===== src/rtl/cfg_port_pkg.sv =====
// Shared constants and types for the serial configuration port.
// Assumes a 32-bit word whose low bits carry the register address.
package cfg_port_pkg;
    localparam int WORD_W      = 32;
    localparam int ADDR_W      = 3;
    localparam int NUM_REGS    = 7;
    localparam int SEL_LSB     = 28;
    localparam int RB_FLAG_BIT = 31;
    localparam int SYNC_STAGES = 2;

    typedef enum logic [1:0] {
        RB_IDLE  = 2'd0,
        RB_ARMED = 2'd1,
        RB_SHIFT = 2'd2
    } rb_state_t;
endpackage


===== src/rtl/cfg_pin_sync.sv =====
// Multi-flop synchroniser for one asynchronous input pin.
// Assumes STAGES >= 2; the output is a clean level in the clk domain.
module cfg_pin_sync #(
    parameter int STAGES = 2
) (
    input  logic clk,
    input  logic rst_n,
    input  logic async_in,
    output logic level_o
);
    logic [STAGES-1:0] chain_q;

    // Shift the raw pin through the synchroniser chain.
    always_ff @(posedge clk) begin
        if (!rst_n) chain_q <= '0;
        else        chain_q <= {chain_q[STAGES-2:0], async_in};
    end

    assign level_o = chain_q[STAGES-1];
endmodule


===== src/rtl/cfg_shift_reg.sv =====
// Serial-in shift register; the first bit received ends up in bit 0.
// Assumes shift_en is a one-cycle pulse per rising serial clock.
module cfg_shift_reg #(
    parameter int W = 32
) (
    input  logic         clk,
    input  logic         rst_n,
    input  logic         shift_en,
    input  logic         din,
    output logic [W-1:0] word_o
);
    logic [W-1:0] sr_q;

    // Insert new bits at the top so earlier bits move toward bit 0.
    always_ff @(posedge clk) begin
        if (!rst_n)        sr_q <= '0;
        else if (shift_en) sr_q <= {din, sr_q[W-1:1]};
    end

    assign word_o = sr_q;

    a_r6_shift_moves: assert property (@(posedge clk) disable iff (!rst_n)
        shift_en |=> sr_q[W-2:0] == $past(sr_q[W-1:1]));
endmodule


===== src/rtl/cfg_reg_bank.sv =====
// Addressed register bank written by a latch pulse.
// Assumes the address sits in word_i[AW-1:0]; addresses >= NREG are dropped.
module cfg_reg_bank #(
    parameter int W    = 32,
    parameter int AW   = 3,
    parameter int NREG = 7
) (
    input  logic         clk,
    input  logic         rst_n,
    input  logic         wr_en,
    input  logic [W-1:0] word_i,
    output logic [W-1:0] regs_o [NREG]
);
    logic [AW-1:0]     addr;
    logic [NREG-1:0]   we;
    logic [NREG*W-1:0] regs_flat;

    assign addr = word_i[AW-1:0];

    for (genvar k = 0; k < NREG; k++) begin : g_reg
        logic [W-1:0] reg_q;

        assign we[k] = wr_en && (addr == AW'(k));

        // Hold register k; replace it on a matching latch.
        always_ff @(posedge clk) begin
            if (!rst_n)     reg_q <= '0;
            else if (we[k]) reg_q <= word_i;
        end

        assign regs_o[k]            = reg_q;
        assign regs_flat[k*W +: W]  = reg_q;

        a_r2_write_lands: assert property (@(posedge clk) disable iff (!rst_n)
            we[k] |=> reg_q == $past(word_i));
    end

    a_r1_reset_clears: assert property (@(posedge clk)
        !rst_n |=> regs_flat == '0);

    a_r2_single_target: assert property (@(posedge clk) disable iff (!rst_n)
        $onehot0(we));

    a_r3_reserved_ignored: assert property (@(posedge clk) disable iff (!rst_n)
        (wr_en && int'(addr) >= NREG) |=> $stable(regs_flat));
endmodule


===== src/rtl/cfg_readback.sv =====
// Readback sequencer: armed by a command latch, skips one serial clock,
// then emits the selected register LSB first, one bit per serial clock.
// Assumes latch_rise and sclk_rise are single-cycle pulses; latch has priority.
module cfg_readback #(
    parameter int W        = 32,
    parameter int AW       = 3,
    parameter int NREG     = 7,
    parameter int SEL_LSB  = 28,
    parameter int FLAG_BIT = 31
) (
    input  logic         clk,
    input  logic         rst_n,
    input  logic         latch_rise,
    input  logic         sclk_rise,
    input  logic [W-1:0] word_i,
    input  logic [W-1:0] regs_i [NREG],
    output logic         rdbk_o
);
    import cfg_port_pkg::*;

    localparam int CNT_W = $clog2(W + 1);

    rb_state_t      state_q;
    logic [W-1:0]   snap_q;
    logic [CNT_W-1:0] cnt_q;
    logic           rdbk_q;
    logic           is_cmd;
    logic [AW-1:0]  sel;
    logic [W-1:0]   pick;

    assign is_cmd = (word_i[AW-1:0] == '0) && word_i[FLAG_BIT];
    assign sel    = word_i[SEL_LSB +: AW];

    // Choose the value to read back; target 0 is the command itself.
    always_comb begin
        pick = '0;
        for (int k = 1; k < NREG; k++) begin
            if (sel == AW'(k)) pick = regs_i[k];
        end
        if (sel == '0) pick = word_i;
    end

    // Sequence the arm, idle clock and 32 data clocks.
    always_ff @(posedge clk) begin
        if (!rst_n) begin
            state_q <= RB_IDLE;
            snap_q  <= '0;
            cnt_q   <= '0;
            rdbk_q  <= 1'b0;
        end else if (latch_rise) begin
            rdbk_q <= 1'b0;
            cnt_q  <= '0;
            if (is_cmd) begin
                state_q <= RB_ARMED;
                snap_q  <= pick;
            end else begin
                state_q <= RB_IDLE;
            end
        end else if (sclk_rise) begin
            case (state_q)
                RB_ARMED: begin
                    state_q <= RB_SHIFT;
                    cnt_q   <= '0;
                end
                RB_SHIFT: begin
                    if (cnt_q == CNT_W'(W)) begin
                        state_q <= RB_IDLE;
                        rdbk_q  <= 1'b0;
                    end else begin
                        rdbk_q <= snap_q[0];
                        snap_q <= snap_q >> 1;
                        cnt_q  <= cnt_q + 1'b1;
                    end
                end
                default: ;
            endcase
        end
    end

    assign rdbk_o = rdbk_q;

    a_r6_count_bound: assert property (@(posedge clk) disable iff (!rst_n)
        cnt_q <= CNT_W'(W));

    a_r5_idle_clock: assert property (@(posedge clk) disable iff (!rst_n)
        (state_q == RB_ARMED && sclk_rise && !latch_rise) |=> !rdbk_o);

    a_r7_quiet_idle: assert property (@(posedge clk) disable iff (!rst_n)
        (state_q == RB_IDLE) |-> !rdbk_o);

    a_r10_latch_clears: assert property (@(posedge clk) disable iff (!rst_n)
        latch_rise |=> !rdbk_o);
endmodule


===== src/rtl/cfg_serial_port.sv =====
// Top of the serial configuration port: synchronises the serial pins,
// detects rising edges, shifts data, commits latched words and runs readback.
// Assumes clk is at least about 8x the serial clock rate.
module cfg_serial_port
    import cfg_port_pkg::*;
#(
    parameter int W        = WORD_W,
    parameter int AW       = ADDR_W,
    parameter int NREG     = NUM_REGS,
    parameter int SEL_LO   = SEL_LSB,
    parameter int FLAG_BIT = RB_FLAG_BIT,
    parameter int STAGES   = SYNC_STAGES
) (
    input  logic                  clk,
    input  logic                  rst_n,
    input  logic                  sclk,
    input  logic                  sdata,
    input  logic                  slatch,
    output logic                  rdbk,
    output logic [(NREG-1)*W-1:0] ctrl_regs
);
    localparam int NPINS = 3;

    logic [NPINS-1:0] pins_raw;
    logic [NPINS-1:0] pins_sync;
    logic             sclk_prev_q;
    logic             latch_prev_q;
    logic             sclk_rise;
    logic             latch_rise;
    logic [W-1:0]     word;
    logic [W-1:0]     regs [NREG];

    assign pins_raw = {slatch, sdata, sclk};

    for (genvar i = 0; i < NPINS; i++) begin : g_sync
        cfg_pin_sync #(.STAGES(STAGES)) u_sync (
            .clk     (clk),
            .rst_n   (rst_n),
            .async_in(pins_raw[i]),
            .level_o (pins_sync[i])
        );
    end

    // Remember the previous synchronised levels for edge detection.
    always_ff @(posedge clk) begin
        if (!rst_n) begin
            sclk_prev_q  <= 1'b0;
            latch_prev_q <= 1'b0;
        end else begin
            sclk_prev_q  <= pins_sync[0];
            latch_prev_q <= pins_sync[2];
        end
    end

    assign sclk_rise  = pins_sync[0] && !sclk_prev_q;
    assign latch_rise = pins_sync[2] && !latch_prev_q;

    cfg_shift_reg #(.W(W)) u_shift (
        .clk     (clk),
        .rst_n   (rst_n),
        .shift_en(sclk_rise),
        .din     (pins_sync[1]),
        .word_o  (word)
    );

    cfg_reg_bank #(.W(W), .AW(AW), .NREG(NREG)) u_bank (
        .clk   (clk),
        .rst_n (rst_n),
        .wr_en (latch_rise),
        .word_i(word),
        .regs_o(regs)
    );

    cfg_readback #(
        .W(W), .AW(AW), .NREG(NREG), .SEL_LSB(SEL_LO), .FLAG_BIT(FLAG_BIT)
    ) u_rb (
        .clk       (clk),
        .rst_n     (rst_n),
        .latch_rise(latch_rise),
        .sclk_rise (sclk_rise),
        .word_i    (word),
        .regs_i    (regs),
        .rdbk_o    (rdbk)
    );

    for (genvar k = 1; k < NREG; k++) begin : g_out
        assign ctrl_regs[(k-1)*W +: W] = regs[k];
    end

    a_r9_edges_single: assert property (@(posedge clk) disable iff (!rst_n)
        sclk_rise |=> !sclk_rise);
endmodule


===== config.mk =====
export PLATFORM = sky130hd
export DESIGN_NAME = cfg_serial_port
export DESIGN_NICKNAME = d
export VERILOG_FILES = /design/src/rtl/cfg_port_pkg.sv /design/src/rtl/cfg_pin_sync.sv /design/src/rtl/cfg_shift_reg.sv /design/src/rtl/cfg_reg_bank.sv /design/src/rtl/cfg_readback.sv /design/src/rtl/cfg_serial_port.sv
export SDC_FILE = /design/constraint.sdc
export NUM_CORES = 1
export LEC_CHECK = 0
export BUFFER_PORTS_ARGS = -buffer_cell sky130_fd_sc_hd__buf_2
export CAP_MARGIN = 20
export CORE_MARGIN = 3
export CORE_UTILIZATION = 47
export DETAILED_ROUTE_END_ITERATION = 10
export GPL_TIMING_DRIVEN = 0
export PLACE_DENSITY_LB_ADDON = 0.1
export SLEW_MARGIN = 20
export SYNTH_ARGS = -nofsm -noshare
export SYNTH_HDL_FRONTEND = slang
export SYNTH_SLANG_ARGS = --single-unit

===== constraint.sdc =====
create_clock -name clk -period 4.01 [get_ports clk]
set_clock_uncertainty 0.2 [all_clocks]
set_input_delay 1.0025 -clock clk [delete_from_list [all_inputs] [get_ports clk]]
set_output_delay 1.0025 -clock clk [all_outputs]
set_load 0.01 [all_outputs]

Word level (Yosys, flattened, before mapping)
Index checks and enable logic that the tools add are counted.
W data, S select, Z words.
Cells by class
  add/sub/neg operators: 1
  eq/ne operators: 19
  multiplexer cells: 20
  bitwise gates (word level): 1
  reduce and logical (&&, ||, !) cells: 22
Operator list (number)
  $mux W32: 12
  $eq A3 B3 Y1 const B: 6
  $eq A3 B2 Y1 const B: 4
  $pmux W6 S2: 1
  $logic_and A1 B1 Y1: 9
  $add A6 B1 Y6 const B: 1
  $eq A3 B1 Y1 const B: 2
  $eq A6 B6 Y1 const B: 1
  $logic_not A3 Y1: 2
  $mux W2: 3
  $mux W6: 1
  $reduce_and A3 Y1: 2
  $reduce_bool A2 Y1: 3
  $ne A2 B2 Y1 const B: 2
  $pmux W2 S2: 1
  $reduce_and A4 Y1: 1
  $ne A3 B2 Y1 const B: 1
  $reduce_bool A3 Y1: 1
  $eq A2 B1 Y1 const B: 1
  $eq A2 B2 Y1 const B: 1
  $logic_not A1 Y1: 2
  $mux W1: 2
  $ne A2 B1 Y1 const B: 1
  $reduce_and A2 Y1: 1
  2 further kinds: 2
Storage, ports and cells
  register bits after elaboration: 273
  input port bits: 5
  logic and storage cells: 79

Depth between registers and ports, before layout
  depth after elaboration: 10
  gate-level depth with buffers: 8
  mapped depth without buffers: 6

By module
From an unflattened synthesis, not the netlist that was laid out.
Unflattened totals
  cells, all modules: 1405
  area, all modules: 13740.7 sq um
By module, submodules not included
  cfg_reg_bank: instances 1, cells each 749, area an instance 7948.9 sq um, seq. area each 4484.3 sq um
  cfg_readback: instances 1, cells each 535, area an instance 4310.4 sq um, seq. area each 820.8 sq um
  cfg_shift_reg: instances 1, cells each 103, area an instance 1243.7 sq um, seq. area each 640.6 sq um
  cfg_pin_sync: instances 3, cells each 4, area an instance 52.6 sq um, seq. area each 40.0 sq um
  cfg_serial_port: instances 1, cells each 6, area an instance 80.1 sq um, seq. area each 40.0 sq um

Worst setup path before layout
No wires, ideal clock.
  path type: input port to flip-flop
  start: input port rst_n
  end: register u_bank.g_reg[3].reg_q[22]
  setup time: 132 ps
  arrival: 1874 ps
  required time: 3678 ps
  slack: 1804 ps
  stages: 5
  path buffers: 3
  cell sequence: buf_2 > inv_2 > clkbuf_1 > clkbuf_1 > a21oi_1
RTL lines
  start: declaration: line cfg_serial_port.sv:15  | input logic rst_n,
  end signal: assignment: line cfg_reg_bank.sv:28  | else if (we[k]) reg_q <= word_i;
  end: declaration: line cfg_reg_bank.sv:21  | logic [W-1:0] reg_q;
No word-level cell between the ends.

Final worst setup path
  start: register u_shift.sr_q[30] (netlist: u_shift.word_o[30])
  end: register u_rb.snap_q[19]
Between the ends
  longest elaborated chain between the ends: 10
RTL lines
  start: declaration: line cfg_shift_reg.sv:12  | logic [W-1:0] sr_q;
  start signal: assignment: line cfg_shift_reg.sv:17  | else if (shift_en) sr_q <= {din, sr_q[W-1:1]};
  $eq A3 B1 Y1: line cfg_readback.sv:38  | if (sel == AW'(k)) pick = regs_i[k];
  $mux W32 (6 in a row): line cfg_readback.sv:38
  $mux W32 (*): line cfg_readback.sv:40  | if (sel == '0) pick = word_i;
  $mux W32 (*): line cfg_readback.sv:53  | if (is_cmd) begin
  $mux W32 (*): line cfg_readback.sv:50  | end else if (latch_rise) begin
  end signal: assignment: line cfg_readback.sv:55  | snap_q <= pick;
  end signal: assignment: line cfg_readback.sv:71  | snap_q <= snap_q >> 1;
  end: declaration: line cfg_readback.sv:24  | logic [W-1:0] snap_q;
Mark *: on every way between the ends. The rest lies on a longest branch, timed or not. The select of a mux whose other input is x is not followed.
A chain may end at the register's enable or synchronous reset.

==> flow_metrics.env <==
export IMPL_status="finished clean"
export IMPL_critPathLaunchType="flop"
export IMPL_synthCells=1503
export IMPL_grt_pass1_wl_um=73260
export IMPL_chipWidth_um=165.3
export IMPL_ys_top_cells_by_area="dfxtp_1, nand2_1, a21oi_1, mux2i_1, clkbuf_1"
export IMPL_ys_flop_type="dfxtp_1"
export IMPL_viasPerCell=6.073
export IMPL_r2r_slack_ps=1360
export IMPL_core_area_mm2=0.02460
export IMPL_yosysSeqAreaShare_pct=45.82
export IMPL_maxCapViolCount=0
export IMPL_timing_setup_tns_ps=0
export IMPL_worstHoldStart="g_sync[1].u_sync.chain_q[0]$_SDFF_PN0_"
export IMPL_max_stage_delay_ps=650
export IMPL_die_area_mm2=0.02733
export IMPL_wire_per_inst_um=24.63
export IMPL_ctsHoldBuffers=0
export IMPL_path_cells="buf_2 > nand2b_1 > buf_1 > o22ai_1 > a2111oi_0 > o32ai_1"
export IMPL_postPlaceCellArea_mm2=0.01331
export IMPL_htreeDepth=1
export IMPL_routed_wl_um=51130
export IMPL_worstSetupPathType="reg2reg"
export IMPL_num_rows=57
export IMPL_drtPass1Iterations=5
export IMPL_dp_cells=2023
export IMPL_post_cts_buffers=0
export IMPL_cts_inserted_buffers=29
export IMPL_cp_arrival_ps=2870
export IMPL_cp_end_kind="flop"
export IMPL_fmax_mhz=377.2
export IMPL_ctsResizeCount=0
export IMPL_final_max_slew_viol_count=0
export IMPL_slew_headroom_pct=34.23
export IMPL_ys_ff_latch=273
export IMPL_syn_avg_cell_area_um2=7.936
export IMPL_timing_rr_end="u_rb.snap_q[19]$_SDFFE_PN0P_"
export IMPL_syn_nets=1510
export IMPL_whs_endpoint="g_sync[1].u_sync.chain_q[1]$_SDFF_PN0_"
export IMPL_whs_path_depth=1
export IMPL_p_leak_nw=5.213
export IMPL_ios=198
export IMPL_timing_rr_start="u_shift.word_o[30]$_SDFFE_PN0P_"
export IMPL_pwr_density_cell_mw_per_mm2=398.1
export IMPL_hpwl_um=34800
export IMPL_gp_congestion=0.9904
export IMPL_setup_violations=0
export IMPL_vias=12610
export IMPL_start_util_pct=48.48
export IMPL_worstRegToRegCells=6
export IMPL_die_h_um=165.3
export IMPL_synth_cell_type_count=62
export IMPL_grt_ovfl_total=0
export IMPL_insertion_delay_ps=570
export IMPL_crit_fanout=10
export IMPL_async_reset_ff_share_pct=0
export IMPL_synth_area_leader_cell="dfxtp_1"
export IMPL_syn_area_mm2=0.01193
export IMPL_grtUsageTotal_pct=36.08
export IMPL_final_area_mm2=0.01431
export IMPL_fin_crit_sh_pct=66.11
export IMPL_min_period_ps=2651
export IMPL_slowest_stage="buf_1"
export IMPL_rsz0062_at_grt="false"
export IMPL_yosysWarningCount=0
export IMPL_antennaDiodeCount=0
export IMPL_yosys_top_cells_count="nand2_1, dfxtp_1, a21oi_1, clkbuf_1, nor2_1"
export IMPL_drtIter0Drc=1309
export IMPL_grt_pass1_vias=11750
export IMPL_cts_root_buf="clkbuf_16"
export IMPL_portBuffers=196
export IMPL_layout_nets=1737
export IMPL_irDropWorstVdd_v=0.0003147
export IMPL_area_growth_pct=19.95
export IMPL_clkTransAtPathRegs_ps=60
export IMPL_cp_required_ps=4230
export IMPL_synth_most_common_cell="nand2_1"
export IMPL_min_path_type="reg2reg"
export IMPL_cts_tree="built"
export IMPL_cts_buffer_depth=3
export IMPL_drc=0
export IMPL_cts_sinks=273
export IMPL_grt_max_degree=15
export IMPL_synth_edf_count=0
export IMPL_hold_violations=0
export IMPL_synthDominantCellAreaShare_pct=45.82
export IMPL_grt_antenna_before_repair=0
export IMPL_fin_cells=2076
export IMPL_layout_drive_gt1_share_pct=19.18
export IMPL_tightest_slew_ps=986.5
export IMPL_antenna_left=0
## state kept, by name, summed over array words and instances, names as in the netlist
name,flops
g_sync.u_sync.chain_q,6
latch_prev_q,1
sclk_prev_q,1
u_bank.g.reg_q,192
u_rb.cnt_q,6
u_rb.rdbk_o,1
u_rb.snap_q,32
u_rb.state_q,2
u_shift.word_o,32
## where the power goes
part	total (mW)	internal [mW]	switching [mW]
combinational	0.136	0.0214	0.114
clock	2.84	1.68	1.17
sequential	2.72	2.72	0.00296
## worst max-delay path, delay by kind of cell, from the launching register on
kind                   cells  cell delay (ps)
buffers and inverters      2              850
flip-flops                 1              320
AO/OA/AOI/OAI              3              910
AND/OR/NAND/NOR            1              210
## per-stage QoR
stage | util [%] | power (mW) | worst slack [ps] | hold WS, ps
final | 58.15 | 5.696 | 1359 | 240.5
after global routing | 58.15 | 5.794 | 1240 | 251.0
after CTS | 58.15 | 5.678 | 1447 | 244.4
after detailed placement | 54.11 | 2.908 | 895.6 | 220.9
after global placement | 54.11 | 2.907 | 978.2 | 225.4
after floorplan | - | 2.845 | 1804 | 211.9
## worst max path at each step
stage | from | endpoint | slack [ps] | depth (start not counted)
after global placement | rst_n | u_bank.g_reg[3].reg_q[3]$_SDFFE_PN0P_ | 980 | 5
after floorplan | rst_n | u_bank.g_reg[3].reg_q[22]$_SDFFE_PN0P_ | 1800 | 5
after CTS | u_shift.word_o[30]$_SDFFE_PN0P_ | u_rb.snap_q[16]$_SDFFE_PN0P_ | 1450 | 6
after global routing | u_shift.word_o[30]$_SDFFE_PN0P_ | u_rb.snap_q[19]$_SDFFE_PN0P_ | 1240 | 6
after detailed placement | rst_n | u_bank.g_reg[3].reg_q[5]$_SDFFE_PN0P_ | 900 | 5
final | u_shift.word_o[30]$_SDFFE_PN0P_ | u_rb.snap_q[19]$_SDFFE_PN0P_ | 1360 | 6
## cell families (layout without fill, tap and decap cells)
group | after synthesis | in the layout | share of synthesized area, %
simple gates | 609 | 609 | 21.70
fa+ha+maj | 2 | 2 | 0.2098
mux | 50 | 50 | 4.227
xor+xnor | 1 | 1 | 0.07344
buf+inv | 171 | 420 | 6.944
compound gates | 397 | 397 | 21.02
flops | 273 | 273 | 45.82
## cell usage in the layout, fill, tap and decap left out, types with 2 or more instances in the layout
cell,instances
mux2_2,3
a221oi_1,2
o32ai_1,29
a21oi_1,243
and3_1,13
buf_4,11
o22ai_1,13
clkbuf_8,5
clkbuf_16,29
buf_6,8
inv_1,6
a311oi_1,13
o21bai_1,16
nand2_1,440
clkbuf_1,101
and3b_1,2
o21ai_0,4
a311oi_2,3
a22oi_1,14
nor2_1,51
or3b_2,13
buf_2,242
nand3_1,22
nand2b_1,6
nor3_1,33
nor2b_1,5
o221ai_1,3
a2111oi_0,13
ha_1,2
mux2i_1,47
bufinv_16,4
and2_1,9
a2bb2oi_1,15
o2111ai_1,15
dfxtp_1,273
nand3b_1,2
or3_1,4
clkinv_2,7
## final cells by class
type	instances	area, µm²
inverter	7	26.28
clock inverter	14	180.2
clock buffer	39	813.3
fill	2397	10300
timing repair buffer	196	980.9
multi-input combinational	1059	5634
sequential	273	5465
buffer	164	802.0
tap	324	405.4
## layer usage
layer | GRT usage, % | wire (µm) | vias up
li1 | - | - | 5636
met1 | 48.22 | 20380 | 6037
met2 | 57.34 | 22810 | 788
met3 | 6.161 | 5255 | 146
met4 | 16.07 | 2679 | 0
met5 | 0 | 0 | -
(Power assumes the default switching activity.)
